File: src/rtl/nandhost_pkg.sv
package nandhost_pkg;

  // register address map
  localparam logic [2:0] ADDR_DATA  = 3'd0;
  localparam logic [2:0] ADDR_MODE  = 3'd1;
  localparam logic [2:0] ADDR_STAT  = 3'd2;
  localparam logic [2:0] ADDR_ISTAT = 3'd3;
  localparam logic [2:0] ADDR_IMASK = 3'd4;

  // mode register bit positions
  localparam int MB_CLE = 0;
  localparam int MB_ALE = 1;
  localparam int MB_PWR = 2;
  localparam int MB_CE  = 4;
  localparam int MB_WE  = 7;

  // strobes from the sequencer to the datapath and pins
  typedef struct packed {
    logic regWr;     // register write accepted
    logic regRd;     // register read accepted (immediate reply)
    logic loadWr;    // latch host word for an outgoing transfer
    logic drive;     // I/O driver enabled
    logic weLow;     // write strobe active
    logic reLow;     // read strobe active
    logic capture;   // sample the NAND byte for the current lane
    logic readDone;  // final lane captured, reply this cycle
  } seqStrb_t;

endpackage

File: src/rtl/nandhost_ctrl.sv
module nandhost_ctrl
  import nandhost_pkg::*;
#(
  parameter int LANES  = 2,
  parameter int BEAT_W = (LANES > 1) ? $clog2(LANES) : 1
) (
  input  logic              clk,
  input  logic              rstN,
  input  logic              hostWr,
  input  logic              hostRd,
  input  logic [2:0]        hostAddr,
  input  logic              modeCe,
  input  logic              modeWe,
  input  logic              modeNarrow,
  output logic              busy,
  output seqStrb_t          strb,
  output logic [BEAT_W-1:0] beat
);

  typedef enum logic [1:0] {S_IDLE, S_STB, S_GAP} seq_e;

  localparam logic [BEAT_W-1:0] LAST_FULL = BEAT_W'(LANES - 1);

  seq_e              state;
  logic              isRead;
  logic [BEAT_W-1:0] lastBeat;
  logic              idle;
  logic              isData;
  logic              startWr;
  logic              startRd;

  assign idle    = (state == S_IDLE);
  assign isData  = (hostAddr == ADDR_DATA);
  assign startWr = idle && hostWr && isData && modeCe && modeWe;
  assign startRd = idle && !hostWr && hostRd && isData && modeCe;
  assign busy    = !idle;

  always_ff @(posedge clk) begin
    if (!rstN) begin
      state    <= S_IDLE;
      beat     <= '0;
      isRead   <= 1'b0;
      lastBeat <= '0;
    end else begin
      unique case (state)
        S_IDLE: begin
          if (startWr) begin
            state    <= S_STB;
            beat     <= '0;
            isRead   <= 1'b0;
            lastBeat <= modeNarrow ? '0 : LAST_FULL;
          end else if (startRd) begin
            state    <= S_STB;
            beat     <= '0;
            isRead   <= 1'b1;
            lastBeat <= LAST_FULL;
          end
        end
        S_STB: begin
          if (beat == lastBeat) state <= S_IDLE;
          else                  state <= S_GAP;
        end
        S_GAP: begin
          state <= S_STB;
          beat  <= beat + 1'b1;
        end
        default: state <= S_IDLE;
      endcase
    end
  end

  always_comb begin
    strb          = '0;
    strb.regWr    = idle && hostWr && !isData;
    strb.regRd    = idle && !hostWr && hostRd && !(isData && modeCe);
    strb.loadWr   = startWr;
    strb.drive    = !idle && !isRead;
    strb.weLow    = (state == S_STB) && !isRead;
    strb.reLow    = (state == S_STB) && isRead;
    strb.capture  = (state == S_STB) && isRead;
    strb.readDone = (state == S_STB) && isRead && (beat == lastBeat);
  end


  strobe_excl_chk: assert property (@(posedge clk) disable iff (!rstN)
    !(strb.weLow && strb.reLow));

  we_gap_chk: assert property (@(posedge clk) disable iff (!rstN)
    strb.weLow |=> !strb.weLow);

  re_gap_chk: assert property (@(posedge clk) disable iff (!rstN)
    strb.reLow |=> !strb.reLow);

  we_gate_chk: assert property (@(posedge clk) disable iff (!rstN)
    strb.weLow |-> (modeCe && modeWe));

endmodule

File: src/rtl/nandhost_dp.sv
module nandhost_dp
  import nandhost_pkg::*;
#(
  parameter int HOST_W      = 16,
  parameter int NAND_W      = 8,
  parameter int LANES       = HOST_W / NAND_W,
  parameter int BEAT_W      = (LANES > 1) ? $clog2(LANES) : 1,
  parameter int SYNC_STAGES = 2,
  parameter int ISTAT_W     = 4
) (
  input  logic              clk,
  input  logic              rstN,
  input  logic [2:0]        hostAddr,
  input  logic [HOST_W-1:0] hostWData,
  input  seqStrb_t          strb,
  input  logic [BEAT_W-1:0] beat,
  input  logic [NAND_W-1:0] nandIoIn,
  input  logic              nandRb,
  output logic [7:0]        modeReg,
  output logic [NAND_W-1:0] nandIoOut,
  output logic [HOST_W-1:0] hostRData,
  output logic              hostRValid,
  output logic              irq
);

  logic [7:0]             maskReg;
  logic [ISTAT_W-1:0]     istat;
  logic [ISTAT_W-1:0]     clrVec;
  logic [ISTAT_W-1:0]     setVec;
  logic [SYNC_STAGES-1:0] syncChain;
  logic                   rbSync;
  logic                   rbPrev;
  logic                   rbRise;
  logic [HOST_W-1:0]      wrBuf;
  logic [HOST_W-1:0]      rdBuf;
  logic [HOST_W-1:0]      rdNext;
  logic [HOST_W-1:0]      regView;
  logic [NAND_W-1:0]      wrLane [LANES];

  // lane slicing for both directions
  for (genvar g = 0; g < LANES; g++) begin : g_lane
    assign wrLane[g] = wrBuf[g*NAND_W +: NAND_W];
    assign rdNext[g*NAND_W +: NAND_W] =
      (strb.capture && beat == BEAT_W'(g)) ? nandIoIn : rdBuf[g*NAND_W +: NAND_W];
  end

  assign nandIoOut = wrLane[beat];

  // ready/busy synchroniser, idle value is "ready"
  always_ff @(posedge clk) begin
    if (!rstN) begin
      syncChain <= '1;
      rbPrev    <= 1'b1;
    end else begin
      syncChain <= {syncChain[SYNC_STAGES-2:0], nandRb};
      rbPrev    <= rbSync;
    end
  end

  assign rbSync = syncChain[SYNC_STAGES-1];
  assign rbRise = rbSync && !rbPrev;

  assign setVec = {{(ISTAT_W-1){1'b0}}, rbRise};
  assign clrVec = (strb.regWr && hostAddr == ADDR_ISTAT) ? hostWData[ISTAT_W-1:0] : '0;

  always_ff @(posedge clk) begin
    if (!rstN) begin
      modeReg <= '0;
      maskReg <= '0;
      istat   <= '0;
    end else begin
      if (strb.regWr && hostAddr == ADDR_MODE)  modeReg <= hostWData[7:0];
      if (strb.regWr && hostAddr == ADDR_IMASK) maskReg <= hostWData[7:0];
      istat <= (istat & ~clrVec) | setVec;
    end
  end

  always_ff @(posedge clk) begin
    if (!rstN) begin
      wrBuf <= '0;
      rdBuf <= '0;
    end else begin
      if (strb.loadWr)  wrBuf <= hostWData;
      if (strb.capture) rdBuf <= rdNext;
    end
  end

  always_comb begin
    unique case (hostAddr)
      ADDR_MODE:  regView = HOST_W'(modeReg);
      ADDR_STAT:  regView = HOST_W'({!rbSync, 7'b0});
      ADDR_ISTAT: regView = HOST_W'(istat);
      ADDR_IMASK: regView = HOST_W'(maskReg);
      default:    regView = '0;
    endcase
  end

  always_ff @(posedge clk) begin
    if (!rstN) begin
      hostRData  <= '0;
      hostRValid <= 1'b0;
    end else begin
      hostRValid <= strb.regRd || strb.readDone;
      if (strb.readDone)   hostRData <= rdNext;
      else if (strb.regRd) hostRData <= regView;
    end
  end

  assign irq = |(istat & maskReg[ISTAT_W-1:0]);


  ready_latch_chk: assert property (@(posedge clk) disable iff (!rstN)
    rbRise |=> istat[0]);

  sticky_chk: assert property (@(posedge clk) disable iff (!rstN)
    (istat[0] && !(strb.regWr && hostAddr == ADDR_ISTAT && hostWData[0])) |=> istat[0]);

  mode_hold_chk: assert property (@(posedge clk) disable iff (!rstN)
    !strb.regWr |=> $stable(modeReg));

endmodule

File: src/rtl/nand_host_bridge.sv
module nand_host_bridge
  import nandhost_pkg::*;
#(
  parameter int HOST_W      = 16,
  parameter int NAND_W      = 8,
  parameter int SYNC_STAGES = 2
) (
  input  logic              clk,
  input  logic              rstN,
  input  logic [2:0]        hostAddr,
  input  logic              hostWr,
  input  logic              hostRd,
  input  logic [HOST_W-1:0] hostWData,
  output logic [HOST_W-1:0] hostRData,
  output logic              hostRValid,
  output logic              hostBusy,
  output logic [NAND_W-1:0] nandIoOut,
  input  logic [NAND_W-1:0] nandIoIn,
  output logic              nandIoOe,
  output logic              nandCeN,
  output logic              nandCle,
  output logic              nandAle,
  output logic              nandWeN,
  output logic              nandReN,
  input  logic              nandRb,
  output logic              nandPwrEn,
  output logic              irq
);

  localparam int LANES  = HOST_W / NAND_W;
  localparam int BEAT_W = (LANES > 1) ? $clog2(LANES) : 1;

  seqStrb_t          strb;
  logic [BEAT_W-1:0] beat;
  logic [7:0]        modeReg;

  nandhost_ctrl #(.LANES(LANES), .BEAT_W(BEAT_W)) u_ctrl (
    .clk        (clk),
    .rstN       (rstN),
    .hostWr     (hostWr),
    .hostRd     (hostRd),
    .hostAddr   (hostAddr),
    .modeCe     (modeReg[MB_CE]),
    .modeWe     (modeReg[MB_WE]),
    .modeNarrow (modeReg[MB_CLE] | modeReg[MB_ALE]),
    .busy       (hostBusy),
    .strb       (strb),
    .beat       (beat)
  );

  nandhost_dp #(
    .HOST_W(HOST_W), .NAND_W(NAND_W), .LANES(LANES),
    .BEAT_W(BEAT_W), .SYNC_STAGES(SYNC_STAGES), .ISTAT_W(4)
  ) u_dp (
    .clk        (clk),
    .rstN       (rstN),
    .hostAddr   (hostAddr),
    .hostWData  (hostWData),
    .strb       (strb),
    .beat       (beat),
    .nandIoIn   (nandIoIn),
    .nandRb     (nandRb),
    .modeReg    (modeReg),
    .nandIoOut  (nandIoOut),
    .hostRData  (hostRData),
    .hostRValid (hostRValid),
    .irq        (irq)
  );

  assign nandCeN   = !modeReg[MB_CE];
  assign nandCle   = modeReg[MB_CE] && modeReg[MB_CLE];
  assign nandAle   = modeReg[MB_CE] && modeReg[MB_ALE];
  assign nandPwrEn = modeReg[MB_PWR];
  assign nandWeN   = !strb.weLow;
  assign nandReN   = !strb.reLow;
  assign nandIoOe  = strb.drive;

endmodule

File: config.mk
export PLATFORM = sky130hd
export DESIGN_NAME = nand_host_bridge
export DESIGN_NICKNAME = d
export VERILOG_FILES = /design/src/rtl/nandhost_pkg.sv /design/src/rtl/nandhost_ctrl.sv /design/src/rtl/nandhost_dp.sv /design/src/rtl/nand_host_bridge.sv
export SDC_FILE = /design/constraint.sdc
export NUM_CORES = 1
export LEC_CHECK = 0
export CELL_PAD_IN_SITES_DETAIL_PLACEMENT = 0
export CELL_PAD_IN_SITES_GLOBAL_PLACEMENT = 1
export CORE_MARGIN = 1.5
export CORE_UTILIZATION = 35
export DETAILED_ROUTE_END_ITERATION = 7
export MAX_ROUTING_LAYER = met4
export PLACE_DENSITY = 0.83
export SKIP_CTS_REPAIR_TIMING = 1
export SYNTH_ARGS = -nofsm -noshare
export SYNTH_HDL_FRONTEND = slang
export SYNTH_SLANG_ARGS = --single-unit
export TNS_END_PERCENT = 100
File: constraint.sdc
create_clock -name clk -period 1.74 [get_ports clk]
set_input_delay 0.435 -clock clk [delete_from_list [all_inputs] [get_ports clk]]
set_output_delay 0.435 -clock clk [all_outputs]
set_load 0.01 [all_outputs]
* Yosys cells after proc, flatten, opt, wreduce, memory -nomap -nowiden
Cells that the tools add are included. Widths: inputs -> output; s select.
Operators by class: add/sub/neg operators 1, magnitude comparators 1, eq/ne operators 8, reduce and logical (&&, ||, !) cells 42, bitwise gates (word level) 7, muxes and demuxes 20
Operators by type and width (number):
- $mux 8 | 5
- $mux 16 | 2
- $pmux 8 s4 | 1
- $logic_and 1x1->1 | 23
- $logic_not 1->1 | 10
- $and 4x4->4 | 2
- $eq 3x2->1 const B | 2
- $mux 1 | 6
- $mux 2 | 3
- $pmux 2 s3 | 1
- $reduce_bool 2->1 | 3
- $mux 4 | 1
- $not 4->4 | 1
- $or 4x1->4 | 1
- $reduce_and 2->1 | 2
- $reduce_or 4->1 | 1
- $eq 3x1->1 const B | 1
- $eq 3x3->1 const B | 1
- $logic_not 3->1 | 1
- $ne 3x3->1 const B | 1
- $eq 2x1->1 const B | 1
- $eq 2x2->1 const B | 1
- $ge 2x2->1 const B | 1
- $logic_not 2->1 | 1
- other kinds (7) | 7
Word-level totals: output and inout bits 34, register bits 77, logic and storage cells 92, bits of input ports 32

* Depth between registers and ports, before layout
Gate-level depths: netlist of run 1.
word-level depth 8, depth in mapped cells 7, depth with buffers taken out 4

* Modules after synthesis
Synthesis of run 1 repeated with hierarchy kept, for this count alone.
Unflattened totals: cell total of the unflattened synthesis 317, area, all modules 3364.5 um^2
Modules (own cells, without submodules):
- nandhost_dp | seq. area each 1441.4 um^2, area each 3024.2 um^2, times used 1, cells an instance 278
- nandhost_ctrl | seq. area each 100.1 um^2, area each 309.0 um^2, times used 1, cells an instance 33
- nand_host_bridge | seq. area each 0.0 um^2, area each 31.3 um^2, times used 1, cells an instance 6

* Worst setup path after synthesis of run 1
OpenSTA, ideal clock, no wires.
path type input to register, start point input hostAddr[0], end point register u_dp.wrBuf[10], path slack 0.046 ns, path buffers 3, arrival time 1.618 ns, stages 7, data required time 1.664 ns, setup time 0.076 ns, cell sequence buf_2 nor4b_4 and2_1 buf_2 buf_2 nand2_1 a21boi_0
On the way: word-level cells in the longest chain between the ends 4
RTL lines:
- from (decl) | RTL line nand_host_bridge.sv:10 | input logic [2:0] hostAddr,
- $logic_not 3->1 | RTL line nandhost_ctrl.sv:33 | assign isData = (hostAddr == ADDR_DATA);
- $logic_and 1x1->1 (3 in a row) | RTL line nandhost_ctrl.sv:34 | assign startWr = idle && hostWr && isData && modeCe && modeWe;
- to (signal assigned) | RTL line nandhost_dp.sv:83 | if (strb.loadWr) wrBuf <= hostWData;
- to (decl) | RTL line nandhost_dp.sv:34 | logic [HOST_W-1:0] wrBuf;
Every way passes these cells. A chain may end at the register's enable or synchronous reset.

* Final worst setup path of run 1
start point register u_ctrl.beat, end point output nandIoOut[3]
On the way: word-level cells in the longest chain between the ends 4
RTL lines:
- from (decl) | RTL line nandhost_ctrl.sv:17 | output logic [BEAT_W-1:0] beat
- from (signal assigned) | RTL line nandhost_ctrl.sv:65 | beat <= beat + 1'b1;
- $not 1->2 (not written as such) | RTL line nandhost_dp.sv:47 | assign nandIoOut = wrLane[beat];
- $mux 8 (not written as such) (3 in a row) | RTL line nandhost_dp.sv:47
- to (decl) | RTL line nand_host_bridge.sv:17 | output logic [NAND_W-1:0] nandIoOut,
Every way passes these cells. The select of a mux whose other input is x is not followed.

==> metrics.md, run 1 <==
| Metric | Value |
|---|---|
| Crit path cell chain | buf_12, mux2_2, clkbuf_2 |
| Worst hold margin | 0.416 ns |
| Post-Syn Area per Cell | 9.49 um2 |
| Die H | 98.7 um |
| Number of global-route vias before repair | 2642 |
| Number of enable flip-flop cells after synthesis | 0 |
| Cell family with most CP delay | flip-flops |
| H-tree depth | 3 |
| Fin Clk Skew | 0.00692 ns |
| Number of diodes | 0 |
| GRT Util Overall | 17.1% |
| Hold path startpoint | u_dp.syncChain[0] |
| CP startpoint | u_ctrl.beat |
| Violated checks | DRC, setup timing |
| # rows | 34 |
| Lkg Pwr | 1.88 nW |
| Die Footprint | 9750 um2 |
| Gr ovfl total | 0 |
| Worst-path maximum fanout | 8 |
| Most frequent cells in the layout | 72 x dfxtp_1, 58 x nand2_1, 42 x clkdlybuf4s50_1 |
| Pwr dens | 728 nW/um2 |
| Initial drt markers | 99 |
| Post-synth net total | 370 |
| Measured slew at the worst slew-check pin | 0.379 ns |
| GP Congestion | 0.826 |
| Die Wd | 98.7 um |
| Crit Path Category | reg -> out |
| Routed via count | 2647 |
| Hold Crit Class | reg -> reg |
| Inst Count DP | 527 |
| Setup ws final | -0.0231 ns |
| Setup TNS | -0.0231 ns |
| #FFs+latches synth | 77 |
| Unrepaired setup endpoints after global routing | true |
| Filler cells | 826 |
| Final setup fails | 1 |
| Pre-CTS WS | -0.421 ns |
| IO Count | 66 |
| Most common cell after layout, fill and taps aside | dfxtp_1 |
| Syn-to-layout area delta | 40.2% |
| Std-Cell Core Area | 8810 um2 |
| HPWL after DPL | 5550 um |
| # clock sinks | 77 |
| Worst R2R Start | u_ctrl.state[1] |
| Gate Count Post-Synth | 338 |
| Synthesis Warnings | 0 |
| Mapped Area | 3210 um2 |
| Post-synthesis sequential area ratio | 48.1% |
| Final Hold Viols | 0 |
| Final max-slew violation count | 0 |
| TritonCTS clock tree | yes |
| # port buffers | 65 |
| Drt first pass iters | 6 |
| Crit. End Element | primary output |
| Critical Path AT | 1.33 ns |
| Worst vdd ir | 0.000431 V |
| Drt via density | 4.86 |
| Critical path buffers and inverters | 2 |
| Clk_lat worst skew | 0.36 ns |
| CTS clock-pin slew for the worst setup and hold paths | 0.09 ns |
| Post-synth cell types | 43 |
| TritonCTS Buffers | 9 |
| Final period utilization | 101% |
| Clock Path Buffers | 2 |
| Max Fclk | 567 MHz |
| Slowest stage delay, CP | 0.37 ns |
| Top_reg_cell synth | dfxtp_1 |
| Antenna violations before repair | 0 |
| First-pass GRT wire length | 12700 um |
| Rel. slew slack | 74.6% |
| Antenna viol nets, final | 0 |
| Overall routed net length | 7580 um |
| Req. time, crit path | 1.30 ns |
| Tmin final | 1.76 ns |
| Ys async rst share | 0% |
| Outcome | finished, violations left |
| Largest net degree at the start of global routing | 35 |
| Startpoint Class | register |
| Share of cells above drive strength 1 | 20.6% |
| Fin util | 51.1% |
| Slowest stage cell, crit path | dfxtp_2 |
| Fin cells | 545 |
| Max-Cap Viols | 0 |
| Post-DR wirelength/cell | 13.9 um |
| Root buffer cell | clkbuf_8 |
| DRC viols | 5 |
| Final Net Count | 464 |
| Initial Utilization | 36.4% |
registers in the layout (all words and copies together) (netlist names):
signal,cells
u_ctrl.beat,1
u_ctrl.state,2
u_dp.rdBuf,16
u_dp.maskReg,8
u_dp.syncChain,2
u_dp.hostRValid,1
u_dp.modeReg,8
u_ctrl.isRead,1
u_ctrl.lastBeat,1
u_dp.wrBuf,16
u_dp.rbPrev,1
u_dp.istat,4
u_dp.hostRData,16
cell usage after synthesis, types with 2 or more instances:
| cell type | instances | area, um2 |
|---|---|---|
| dfxtp_1 | 77 | 1540 |
| nand2_1 | 60 | 225 |
| mux2i_1 | 28 | 280 |
| nor2b_1 | 28 | 175 |
| a21boi_0 | 25 | 188 |
| nor2_1 | 14 | 52.6 |
| nand3_1 | 10 | 50.1 |
| clkbuf_1 | 9 | 33.8 |
| a21oi_1 | 8 | 40.0 |
| buf_2 | 8 | 40.0 |
| mux2_2 | 8 | 90.1 |
| o21ai_0 | 8 | 40.0 |
| nand2b_1 | 5 | 31.3 |
| o221ai_1 | 5 | 43.8 |
| and2_1 | 4 | 25.0 |
| nor3b_1 | 4 | 30.0 |
| a221o_1 | 3 | 30.0 |
| a22o_1 | 2 | 17.5 |
| a22oi_1 | 2 | 15.0 |
| and3_1 | 2 | 12.5 |
| and4bb_2 | 2 | 25.0 |
| inv_1 | 2 | 7.51 |
| nand3b_1 | 2 | 15.0 |
| nor3_1 | 2 | 10.0 |
| o21a_1 | 2 | 15.0 |
worst register-to-register path: cells and delay by family, from the launching register on:
kind             cells  cell delay [ns]
flip-flops           1             0.35
AND/OR/NAND/NOR      1             0.53
AO/OA/AOI/OAI        2             0.69
power by group:
part | leakage (nW) | internal [mW] | total (mW) | switching, mW
clock | 0.0868 | 0.536 | 1.25 | 0.711
sequential | 0.624 | 1.77 | 1.78 | 0.00808
combinational | 1.16 | 0.146 | 0.250 | 0.104
total | 1.88 | 2.45 | 3.28 | 0.823
cell families (layout without fill, tap and decap cells):
group | count (synthesis) | in the layout | share of synthesized area, %
xor+xnor | 2 | 2 | 0.546
buf+inv | 22 | 121 | 3.28
flops | 77 | 77 | 48.1
compound gates | 61 | 61 | 13.9
simple gates | 140 | 140 | 22.7
mux | 36 | 36 | 11.5
metal layers:
layer / part of all wire, % / GRT usage, %
met5: 0 / -
met4: 1.4 / 5.49
met3: 5.7 / 4.26
met2: 46 / 26.9
met1: 47 / 21.7
final timing paths:
check / slack, ns / cells past startpoint / endpoint
worst min register to register: 0.42 / 1 / u_dp.syncChain[1]
worst min-delay path: 0.42 / 1 / u_dp.syncChain[1]
worst max-delay path: -0.02 / 3 / nandIoOut[3]
worst max register to register: 0.07 / 3 / u_dp.hostRData[6]
through the flow:
step / power, mW / area (um2)
2_1_floorplan: 1.91 / 3210
3_3_place_gp: 2.07 / 4220
3_5_place_dp: 2.07 / 4220
4_1_cts: 3.32 / 4400
5_1_grt: 3.42 / 4500
6_report: 3.28 / 4500
area by class of cell:
type                    instances  area [um2]  share of cell area [%]
flip-flops and latches         77        1550                    34.5
inverters                       2        7.51                   0.167
clock inverters                 7        58.8                    1.31
clock buffers                   9         124                    2.75
repair buffers                103        1020                    22.6
multi-input cells             239        1600                    35.6
well taps                     108         135                    3.01
(Power assumes the default switching activity.)
==> run 2: changes to the inputs <==
--- a/config.mk
+++ b/config.mk
@@ -5,6 +5,7 @@
 export SDC_FILE = /design/constraint.sdc
 export NUM_CORES = 1
 export LEC_CHECK = 0
+export ABC_CLOCK_PERIOD_IN_PS = 1740
 export CELL_PAD_IN_SITES_DETAIL_PLACEMENT = 0
 export CELL_PAD_IN_SITES_GLOBAL_PLACEMENT = 1
 export CORE_MARGIN = 1.5
==> results of run 2 <==
No change in the layout: final DEF, timing and power equal those of run 1.
==> run 3: changes to the inputs <==
--- a/config.mk
+++ b/config.mk
@@ -13,6 +13,7 @@
 export DETAILED_ROUTE_END_ITERATION = 7
 export MAX_ROUTING_LAYER = met4
 export PLACE_DENSITY = 0.83
+export RECOVER_POWER = 100
 export SKIP_CTS_REPAIR_TIMING = 1
 export SYNTH_ARGS = -nofsm -noshare
 export SYNTH_HDL_FRONTEND = slang
==> metrics.md, run 3 (synthesized netlist as in run 1, its figures left out) <==
| Metric | Value |
|---|---|
| Outcome | finished, violations left |
| Violated checks | setup timing |
| Rel. slew slack | 74.7% (+0.15 points) |
| Startpoint Class | register |
| Crit Path Category | reg -> out |
| Gr ovfl total | 0 (unchanged) |
| P_int | 2.45 mW (about the same) |
| Die H | 98.7 um (unchanged) |
| Overall routed net length | 7590 um (+0.11%) |
| Final period utilization | 101% (-0.11 points) |
| Max-Cap Viols | 0 (unchanged) |
| Std-Cell Core Area | 8810 um2 (unchanged) |
| FF-to-FF setup slack | 0.07 ns (about the same) |
| Tmin final | 1.76 ns (-0.00194 ns) |
| GP Congestion | 0.826 (unchanged) |
| First-pass GRT wire length | 12700 um (unchanged) |
| TritonCTS Buffers | 9 (unchanged) |
| Routed via count | 2647 (unchanged) |
| Drt via density | 4.86 (unchanged) |
| DRC viols | 0 (-5) |
| Number of global-route vias before repair | 2642 (unchanged) |
| Cell Area, Placed | 4220 um2 (unchanged) |
| Measured slew at the worst slew-check pin | 0.377 ns (-0.00222 ns) |
| Die Wd | 98.7 um (unchanged) |
| Setup ws final | -0.0212 ns (+0.00194 ns) |
| Most frequent cells in the layout | 72 x dfxtp_1, 58 x nand2_1, 41 x clkdlybuf4s50_1 |
| Critical Path AT | 1.33 ns (about the same) |
| # rows | 34 (unchanged) |
| Max Fclk | 568 MHz (+0.11%) |
| CTS clock-pin slew for the worst setup and hold paths | 0.08 ns (about the same) |
| Inst Count DP | 527 (unchanged) |
| Worst hold margin | 0.416 ns (-0.0000410 ns) |
| Drt first pass iters | 8 (+2) |
| TritonCTS clock tree | yes |
| Req. time, crit path | 1.30 ns (about the same) |
| Design Power | 3.27 mW (about the same) |
| HPWL after DPL | 5550 um (unchanged) |
| Filler cells | 828 (+0.24%) |
| Syn-to-layout area delta | 39.7% |
| Antenna violations before repair | 0 (unchanged) |
| Biggest regs | u_dp.hostRData (16), u_dp.rdBuf (16), u_dp.wrBuf (16) |
| Final Hold Viols | 0 (unchanged) |
| Gate power share | 7.6% (about the same) |
| Initial drt markers | 76 (-23%) |
| IO Count | 66 (unchanged) |
| Number of diodes | 0 (unchanged) |
| Area of the multi-input gates | 1600 um2 (unchanged) |
| Share of cells above drive strength 1 | 20.4% (-0.23 points) |
| Post-DR wirelength/cell | 13.9 um (+0.11%) |
| Setup TNS | -0.0212 ns (+0.00194 ns) |
| # clock sinks | 77 (unchanged) |
| Hold Crit Class | reg -> reg |
| Final Net Count | 464 (unchanged) |
| H-tree depth | 3 (unchanged) |
| Pre-CTS WS | -0.421 ns (unchanged) |
| Fin util | 50.9% (-0.18 points) |
| Clk_lat worst skew | 0.36 ns (about the same) |
| Antenna viol nets, final | 0 (unchanged) |
| Final max-slew violation count | 0 (unchanged) |
| Worst-path maximum fanout | 8 (unchanged) |
| Root buffer cell | clkbuf_8 |
| Sw power | 0.822 mW (-0.12%) |
| GRT Util Overall | 17.1% (unchanged) |
| Initial Utilization | 36.4% (unchanged) |
| Worst vdd ir | 0.000431 V (about the same) |
| Clock Path Buffers | 2 (unchanged) |
| Die Footprint | 9750 um2 (unchanged) |
| Clk pwr share | 38.1% (about the same) |
| Lkg Pwr | 1.82 nW (-3.0%) |
| Unrepaired setup endpoints after global routing | true |
| # port buffers | 65 (unchanged) |
| Register area | 1550 um2 (unchanged) |
| Fin cells | 545 (unchanged) |
| Crit. End Element | primary output |
| Most common cell after layout, fill and taps aside | dfxtp_1 |
| Final Cell Area | 4480 um2 (-0.36%) |
| Pwr dens | 731 nW/um2 (+0.29%) |
| Flop pwr share | 54.3% (about the same) |
| Final setup fails | 1 (unchanged) |
| Largest net degree at the start of global routing | 35 (unchanged) |
| Fin Clk Skew | 0.00698 ns (+0.0000632 ns) |
| Net Sw Frac | 25.1% (about the same) |
## run 3: layout make-up
class,count,share of cell area [%]
tap,108,3.02
clock inverter,7,1.31
multi-input combinational,239,35.8
inverter,2,0.168
sequential,77,34.7
timing repair buffer,103,22.3
clock buffer,9,2.76
## run 3: power by group through the flow
| stage | Clock (mW) | Sequential (mW) | Combinational, mW |
|---|---|---|---|
| 2_1_floorplan | 0 | 1.82 | 0.0920 |
| 3_3_place_gp | 0 | 1.82 | 0.246 |
| 3_5_place_dp | 0 | 1.82 | 0.249 |
| 4_1_cts | 1.28 | 1.78 | 0.250 |
| 5_1_grt | 1.37 | 1.78 | 0.268 |
| 6_report | 1.25 | 1.78 | 0.249 |
## run 3: path summary, 6_finish.rpt
check / endpoint / from / cells after the start
worst max-delay path: nandIoOut[3] / u_ctrl.beat / 3
worst min-delay path: u_dp.syncChain[1] / u_dp.syncChain[0] / 1
worst max register to register: u_dp.hostRData[6] / u_ctrl.state[1] / 3
worst min register to register: u_dp.syncChain[1] / u_dp.syncChain[0] / 1
## run 3: critical path, cell delays in order, from the launching register on
cell,delay [ns]
dfxtp_2,0.37
buf_12,0.14
mux2_2,0.33
clkbuf_2,0.13
## run 3: routing by layer
metal	wire length (um)	track usage, %	vias to the layer above
li1	-	-	1351
met1	3530	21.7	1220
met2	3480	26.9	66
met3	457	4.26	10
met4	119	5.49	0
met5	0	-	-
